### src/rtl/irq_pick_pkg.sv
package irq_pick_pkg;

  // Privilege encodings; the order matters for "below" comparisons.
  typedef enum logic [1:0] {
    PRIV_USER  = 2'd0,
    PRIV_SUPER = 2'd1,
    PRIV_SPARE = 2'd2,
    PRIV_MACH  = 2'd3
  } privLevelE;

  // Strobes from control into the datapath.
  typedef struct packed {
    logic mAllow;     // non-delegated class may be taken
    logic sAllow;     // delegated class may be taken
    logic atBoundary; // core can accept a redirect
  } ctrlStrobeS;

endpackage

### src/rtl/irq_pick_ctrl.sv
module irq_pick_ctrl
  import irq_pick_pkg::*;
(
  input  logic [1:0] privLvl,
  input  logic       mGlobalEn,
  input  logic       sGlobalEn,
  input  logic       instBoundary,
  output ctrlStrobeS ctrlOut
);

  privLevelE curPriv;

  always_comb begin
    curPriv = privLevelE'(privLvl);

    // Machine-handled lines: open below machine level, or at machine
    // level when its global enable is set.
    ctrlOut.mAllow = (curPriv != PRIV_MACH) || mGlobalEn;

    // Delegated lines: open below supervisor level, or at supervisor
    // level when its global enable is set. Spare and machine codes close.
    ctrlOut.sAllow = (curPriv == PRIV_USER) ||
                     ((curPriv == PRIV_SUPER) && sGlobalEn);

    ctrlOut.atBoundary = instBoundary;
  end

endmodule

### src/rtl/irq_pick_gate.sv
module irq_pick_gate #(
  parameter int NUM_IRQ = 16
) (
  input  logic [NUM_IRQ-1:0] pendVec,
  input  logic [NUM_IRQ-1:0] enableVec,
  input  logic [NUM_IRQ-1:0] delegMask,
  input  logic               mAllow,
  input  logic               sAllow,
  output logic [NUM_IRQ-1:0] eligVec
);

  logic [NUM_IRQ-1:0] candVec;
  logic [NUM_IRQ-1:0] machSet;
  logic [NUM_IRQ-1:0] superSet;

  always_comb begin
    candVec  = pendVec & enableVec;
    machSet  = candVec & ~delegMask & {NUM_IRQ{mAllow}};
    superSet = candVec &  delegMask & {NUM_IRQ{sAllow}};
    eligVec  = machSet | superSet;
  end

endmodule

### src/rtl/irq_pick_prio.sv
module irq_pick_prio #(
  parameter int NUM_IRQ = 16,
  localparam int IDXW = (NUM_IRQ > 1) ? $clog2(NUM_IRQ) : 1
) (
  input  logic [NUM_IRQ-1:0] reqVec,
  output logic               anyReq,
  output logic [IDXW-1:0]    winIdx
);

  // Trailing-zero count: scan from the top so the lowest set bit is the
  // last one written.
  always_comb begin
    winIdx = '0;
    for (int i = NUM_IRQ - 1; i >= 0; i--) begin
      if (reqVec[i]) winIdx = IDXW'(i);
    end
    anyReq = |reqVec;
  end

endmodule

### src/rtl/irq_pick_dpath.sv
module irq_pick_dpath
  import irq_pick_pkg::*;
#(
  parameter int XLEN    = 32,
  parameter int NUM_IRQ = 16,
  localparam int IDXW = (NUM_IRQ > 1) ? $clog2(NUM_IRQ) : 1
) (
  input  logic               clk,
  input  logic               rstN,
  input  logic [NUM_IRQ-1:0] pendVec,
  input  logic [NUM_IRQ-1:0] enableVec,
  input  logic [NUM_IRQ-1:0] delegMask,
  input  ctrlStrobeS         ctrlIn,
  output logic               takeIrq,
  output logic [XLEN-1:0]    causeWord
);

  logic [NUM_IRQ-1:0] eligVec;
  logic               anyElig;
  logic [IDXW-1:0]    winIdx;
  logic [XLEN-1:0]    causeNext;

  irq_pick_gate #(.NUM_IRQ(NUM_IRQ)) gate_i (
    .pendVec  (pendVec),
    .enableVec(enableVec),
    .delegMask(delegMask),
    .mAllow   (ctrlIn.mAllow),
    .sAllow   (ctrlIn.sAllow),
    .eligVec  (eligVec)
  );

  irq_pick_prio #(.NUM_IRQ(NUM_IRQ)) prio_i (
    .reqVec(eligVec),
    .anyReq(anyElig),
    .winIdx(winIdx)
  );

  always_comb begin
    causeNext = '0;
    if (anyElig) begin
      causeNext[IDXW-1:0] = winIdx;
      causeNext[XLEN-1]   = 1'b1;
    end
  end

  always_ff @(posedge clk or negedge rstN) begin
    if (!rstN) begin
      takeIrq   <= 1'b0;
      causeWord <= '0;
    end else begin
      takeIrq   <= anyElig && ctrlIn.atBoundary;
      causeWord <= causeNext;
    end
  end

endmodule

### src/rtl/irq_pick_top.sv
module irq_pick_top
  import irq_pick_pkg::*;
#(
  parameter int XLEN    = 32,
  parameter int NUM_IRQ = 16
) (
  input  logic               clk,
  input  logic               rstN,
  input  logic [NUM_IRQ-1:0] pendVec,
  input  logic [NUM_IRQ-1:0] enableVec,
  input  logic [NUM_IRQ-1:0] delegMask,
  input  logic [1:0]         privLvl,
  input  logic               mGlobalEn,
  input  logic               sGlobalEn,
  input  logic               instBoundary,
  output logic               takeIrq,
  output logic [XLEN-1:0]    causeWord
);

  ctrlStrobeS ctrlBus;

  irq_pick_ctrl ctrl_i (
    .privLvl     (privLvl),
    .mGlobalEn   (mGlobalEn),
    .sGlobalEn   (sGlobalEn),
    .instBoundary(instBoundary),
    .ctrlOut     (ctrlBus)
  );

  irq_pick_dpath #(.XLEN(XLEN), .NUM_IRQ(NUM_IRQ)) dpath_i (
    .clk      (clk),
    .rstN     (rstN),
    .pendVec  (pendVec),
    .enableVec(enableVec),
    .delegMask(delegMask),
    .ctrlIn   (ctrlBus),
    .takeIrq  (takeIrq),
    .causeWord(causeWord)
  );

endmodule

### config.mk
export PLATFORM = sky130hd
export DESIGN_NAME = irq_pick_top
export DESIGN_NICKNAME = d
export VERILOG_FILES = /design/src/rtl/irq_pick_pkg.sv /design/src/rtl/irq_pick_ctrl.sv /design/src/rtl/irq_pick_gate.sv /design/src/rtl/irq_pick_prio.sv /design/src/rtl/irq_pick_dpath.sv /design/src/rtl/irq_pick_top.sv
export SDC_FILE = /design/constraint.sdc
export NUM_CORES = 1
export LEC_CHECK = 0
export BUFFER_PORTS_ARGS = -buffer_cell sky130_fd_sc_hd__buf_2
export CORE_AREA = 2 2 72 47
export DETAILED_ROUTE_END_ITERATION = 8
export DIE_AREA = 0 0 74 49
export PLACE_DENSITY_LB_ADDON = 0.12
export RECOVER_POWER = 50
export SLEW_MARGIN = 20
export SYNTH_ARGS = -nofsm -noshare
export SYNTH_HDL_FRONTEND = slang
export SYNTH_SLANG_ARGS = --single-unit
export TNS_END_PERCENT = 50
### constraint.sdc
create_clock -name clk -period 0.8 [get_ports clk]
set_input_delay 0.16 -clock clk [delete_from_list [all_inputs] [get_ports clk]]
set_output_delay 0.16 -clock clk [all_outputs]
set_load 0.03 [all_outputs]
==> results.md <==
- The overall fraction of global-route tracks in use is 22.2%.
- The number of I/O pins is 88.
- The proportion of synthesized chip area in sequential cells is 12.8%.
- Of all flip-flops after synthesis, the portion carrying an async set or reset was 100%.
- The per-cell routed wire length is 14.0 um.
- The internal portion of the total power is 0.00127 W.
- The antenna diode instance count is 0.
- The post-detailed-route DRC marker count is 0.
- Routability-driven placement finished with a final weighted congestion of 0.858.
- The number of enable-type register cells in the synthesized netlist is 0.
- The number of nets with antenna violations after detailed routing is 0.
- The accumulated negative setup slack is -2.69 ns.
- The largest total area in the synthesized netlist belongs to sky130_fd_sc_hd__buf_4.
- The height of the die is 49 um.
- VDD sags by at most 761 uV.
- The post-layout net count is 319.
- For the worst setup path, the data arrival time is 1.48 ns.
- The number of cells in the finished layout apart from fillers is 307.
- The routed design could run at a clock period as short as 1.33 ns.
- The filler cells instantiated in the layout total 267.
- The synthesized netlist occupies a cell area of 1170 sq um.
- The die span in x is 74 um.
- Net switching is 40.3% of the power.
- The total count of hold-check failures in the final report came to 0.
- The worst setup slack after layout is -0.525 ns.
- The number of warnings issued by yosys is 0.
- The worst setup path is of the input pin to flip-flop kind.
- The die covers 3630 sq um.
- Once the floorplan was initialized, standard cells occupied 38.7% of the core.
- The maximum clock frequency is 755 MHz.
- The reported max-cap violation count is 0.
- The core footprint is 3020 sq um.
- Yosys mapped the design onto 40 distinct sky130hd cell types.
- By area the synthesized netlist is led by sky130_fd_sc_hd__buf_4, sky130_fd_sc_hd__dfrtp_1, sky130_fd_sc_hd__nand3b_1.
- The synthesized flop and latch total is 6.
- Setup violations remaining at the end of the flow were counted as 12.
- The initial antenna violation count came to 0.
- The power dissipated by switching net loads is 0.000856 W.
- Relative to the synthesized area, the layout overhead comes to 69.4%.
- After detailed routing, the total wire length is 4.30 mm.
- The via count of the first global-routing pass is 1,476.
- Per report_power, the sequential group accounts for 17.5% of the total.
- The top cell type by area accounts for 17.3% of the synthesized area.
- The most used flip-flop cell after synthesis is sky130_fd_sc_hd__dfrtp_1.
- The largest net degree at the start of global routing is 9.
- Summed over all cells, the static leakage comes to 0.999 nW.
- The worst setup path is launched from an input pin.
- CTS built an H-tree with a depth of 1.
- The synthesized area divided by synthesized cell count is 7.49 sq um.
- On the final layout, the worst hold slack is 0.144 ns.
- The final count of pins violating max slew was 0.
- The total overflow reported by the global router is 0.
- Synthesis produced a netlist whose cell count is 156.
- The flow ran to the end, but the final reports show violations.
- Sorting the synthesized cells by how often they occur yields sky130_fd_sc_hd__buf_4, sky130_fd_sc_hd__nand3_1, sky130_fd_sc_hd__nand2_1.
- The checks that failed: negative setup slack.
- The cell row count is 16.
- In this run the worst hold path is classified as input pin to flip-flop.
- Setup repair after global routing could not meet its margin everywhere.
- CTS placed an instance of sky130_fd_sc_hd__clkbuf_8 at the clock tree root.
- In the final layout, the share of cells above drive strength 1 is 48.1%.
- After layout, the worst path uses 166% of the clock period.
- The clock buffer count from CTS is 3.
- The count of port buffers added during placement is 60.
- The share of power burned in combinational logic is 61.5%.
- The most critical setup path has its startpoint at privLvl[0].
- The most common cell in the synthesized netlist is sky130_fd_sc_hd__buf_4.
- The post-placement cell count is 296.
- The wire length of the first global-routing pass is 6.51 mm.
- The first-pass iteration count of the detailed router is 4.
- The CTS tree is yes.
- The clock network burns 21.0% of the power.
- For this design the ratio of total power to cell area is 1070 nW/um^2.
- The average via count per standard cell is 5.44.
- The routed layout has 1,670 vias.
- At the worst endpoint, the required time is 0.95 ns.
- The startpoint identified for the worst hold timing path is instBoundary.
- The highest net fanout along the worst path is 5.
- The maximum clock insertion buffer count is 2.
- In this run, the number of DRC markers left after iteration 0 of detailed routing was 157.
- CTS saw 6 sinks.
- The half-perimeter wire length after placement is 3.34 mm.
- Clock-pin slew was measured on the worst setup and hold paths at 0.04 ns.
- STA classifies the critical path endpoint as a flip-flop.
## through the flow
step / power (W) / cell area, sq um / worst slack [ns] / util, %
floorplan: 0.00113 / 1300 / -0.606 / -
global placement: 0.00145 / 1720 / -0.788 / 56.9
detailed placement: 0.00148 / 1720 / -0.825 / 56.9
CTS: 0.00205 / 1880 / -0.519 / 62.2
global route: 0.00226 / 1980 / -0.542 / 65.5
finish: 0.00212 / 1980 / -0.525 / 65.5
## worst paths after layout
check	depth (start not counted)	slack, ns	endpoint
worst max-delay path	7	-0.53	dpath_i.causeWord[0]
worst min-delay path	2	0.14	dpath_i.takeIrq
max in group asynchronous	2	0.18	dpath_i.causeWord[2]
min in group asynchronous	2	0.38	dpath_i.causeWord[31]
## layer usage
layer / GRT usage [%] / wire length, um
met1: 32.5 / 1940
met2: 36.0 / 1920
met3: 3.31 / 401
met4: 1.21 / 31
met5: 0 / 0
## power groups by stage
stage	combinational, W	clock (W)	sequential, W
floorplan	0.000667	0	0.000459
global placement	0.00109	0	0.000363
detailed placement	0.00112	0	0.000364
CTS	0.00122	0.000453	0.000372
global route	0.00139	0.000486	0.000376
finish	0.00131	0.000446	0.000371
## registers in the layout (all words and copies together), names as in the netlist
signal,cells
dpath_i.takeIrq,1
dpath_i.causeWord,5
## area by class of cell
type	count	area (sq um)	share of cell area, %
Tap cell	45	56.3	2.84
Timing Repair Buffer	107	758	38.3
Clock buffer	3	41.3	2.09
Sequential cell	6	150	7.59
Multi-Input combinational cell	146	973	49.2
## what timing repair did
item                                    CTS  global route
pin swaps                                10            15
hold buffers                              1             0
resized for setup                        24            16
cloned                                    1             0
buffers inserted                          3             3
endpoints found under the hold margin     6             0
endpoints found under the setup margin   12            12
## kinds of logic (layout without fill, tap and decap cells)
group | Yosys count | after routing | share of synthesized area (%)
AO/OA/AOI/OAI | 49 | 49 | 32.3
buffers and inverters | 31 | 110 | 20.1
flip-flops | 6 | 6 | 12.8
multiplexers | 1 | 1 | 0.857
other | 1 | 27 | 0.321
AND/OR/NAND/NOR | 68 | 69 | 33.5
## cells in the final DEF (no fill, tap or decap), drive strengths merged, types with 4 or more instances in the layout
cell    count
nand2      16
nand4       7
a22oi       4
a21oi       9
buf       105
o21ai       6
clkbuf      4
nand3      19
dfrtp       6
nand3b     15
conb       27
## critical path, cell delays in order
cell and delay, ns:
sky130_fd_sc_hd__buf_8 0.10, sky130_fd_sc_hd__nor2b_4 0.15, sky130_fd_sc_hd__buf_6 0.12, sky130_fd_sc_hd__o32a_1 0.34
sky130_fd_sc_hd__a221o_1 0.31, sky130_fd_sc_hd__a21oi_2 0.13, sky130_fd_sc_hd__o211a_1 0.17
Note: power is estimated with default switching activity, not from simulation.
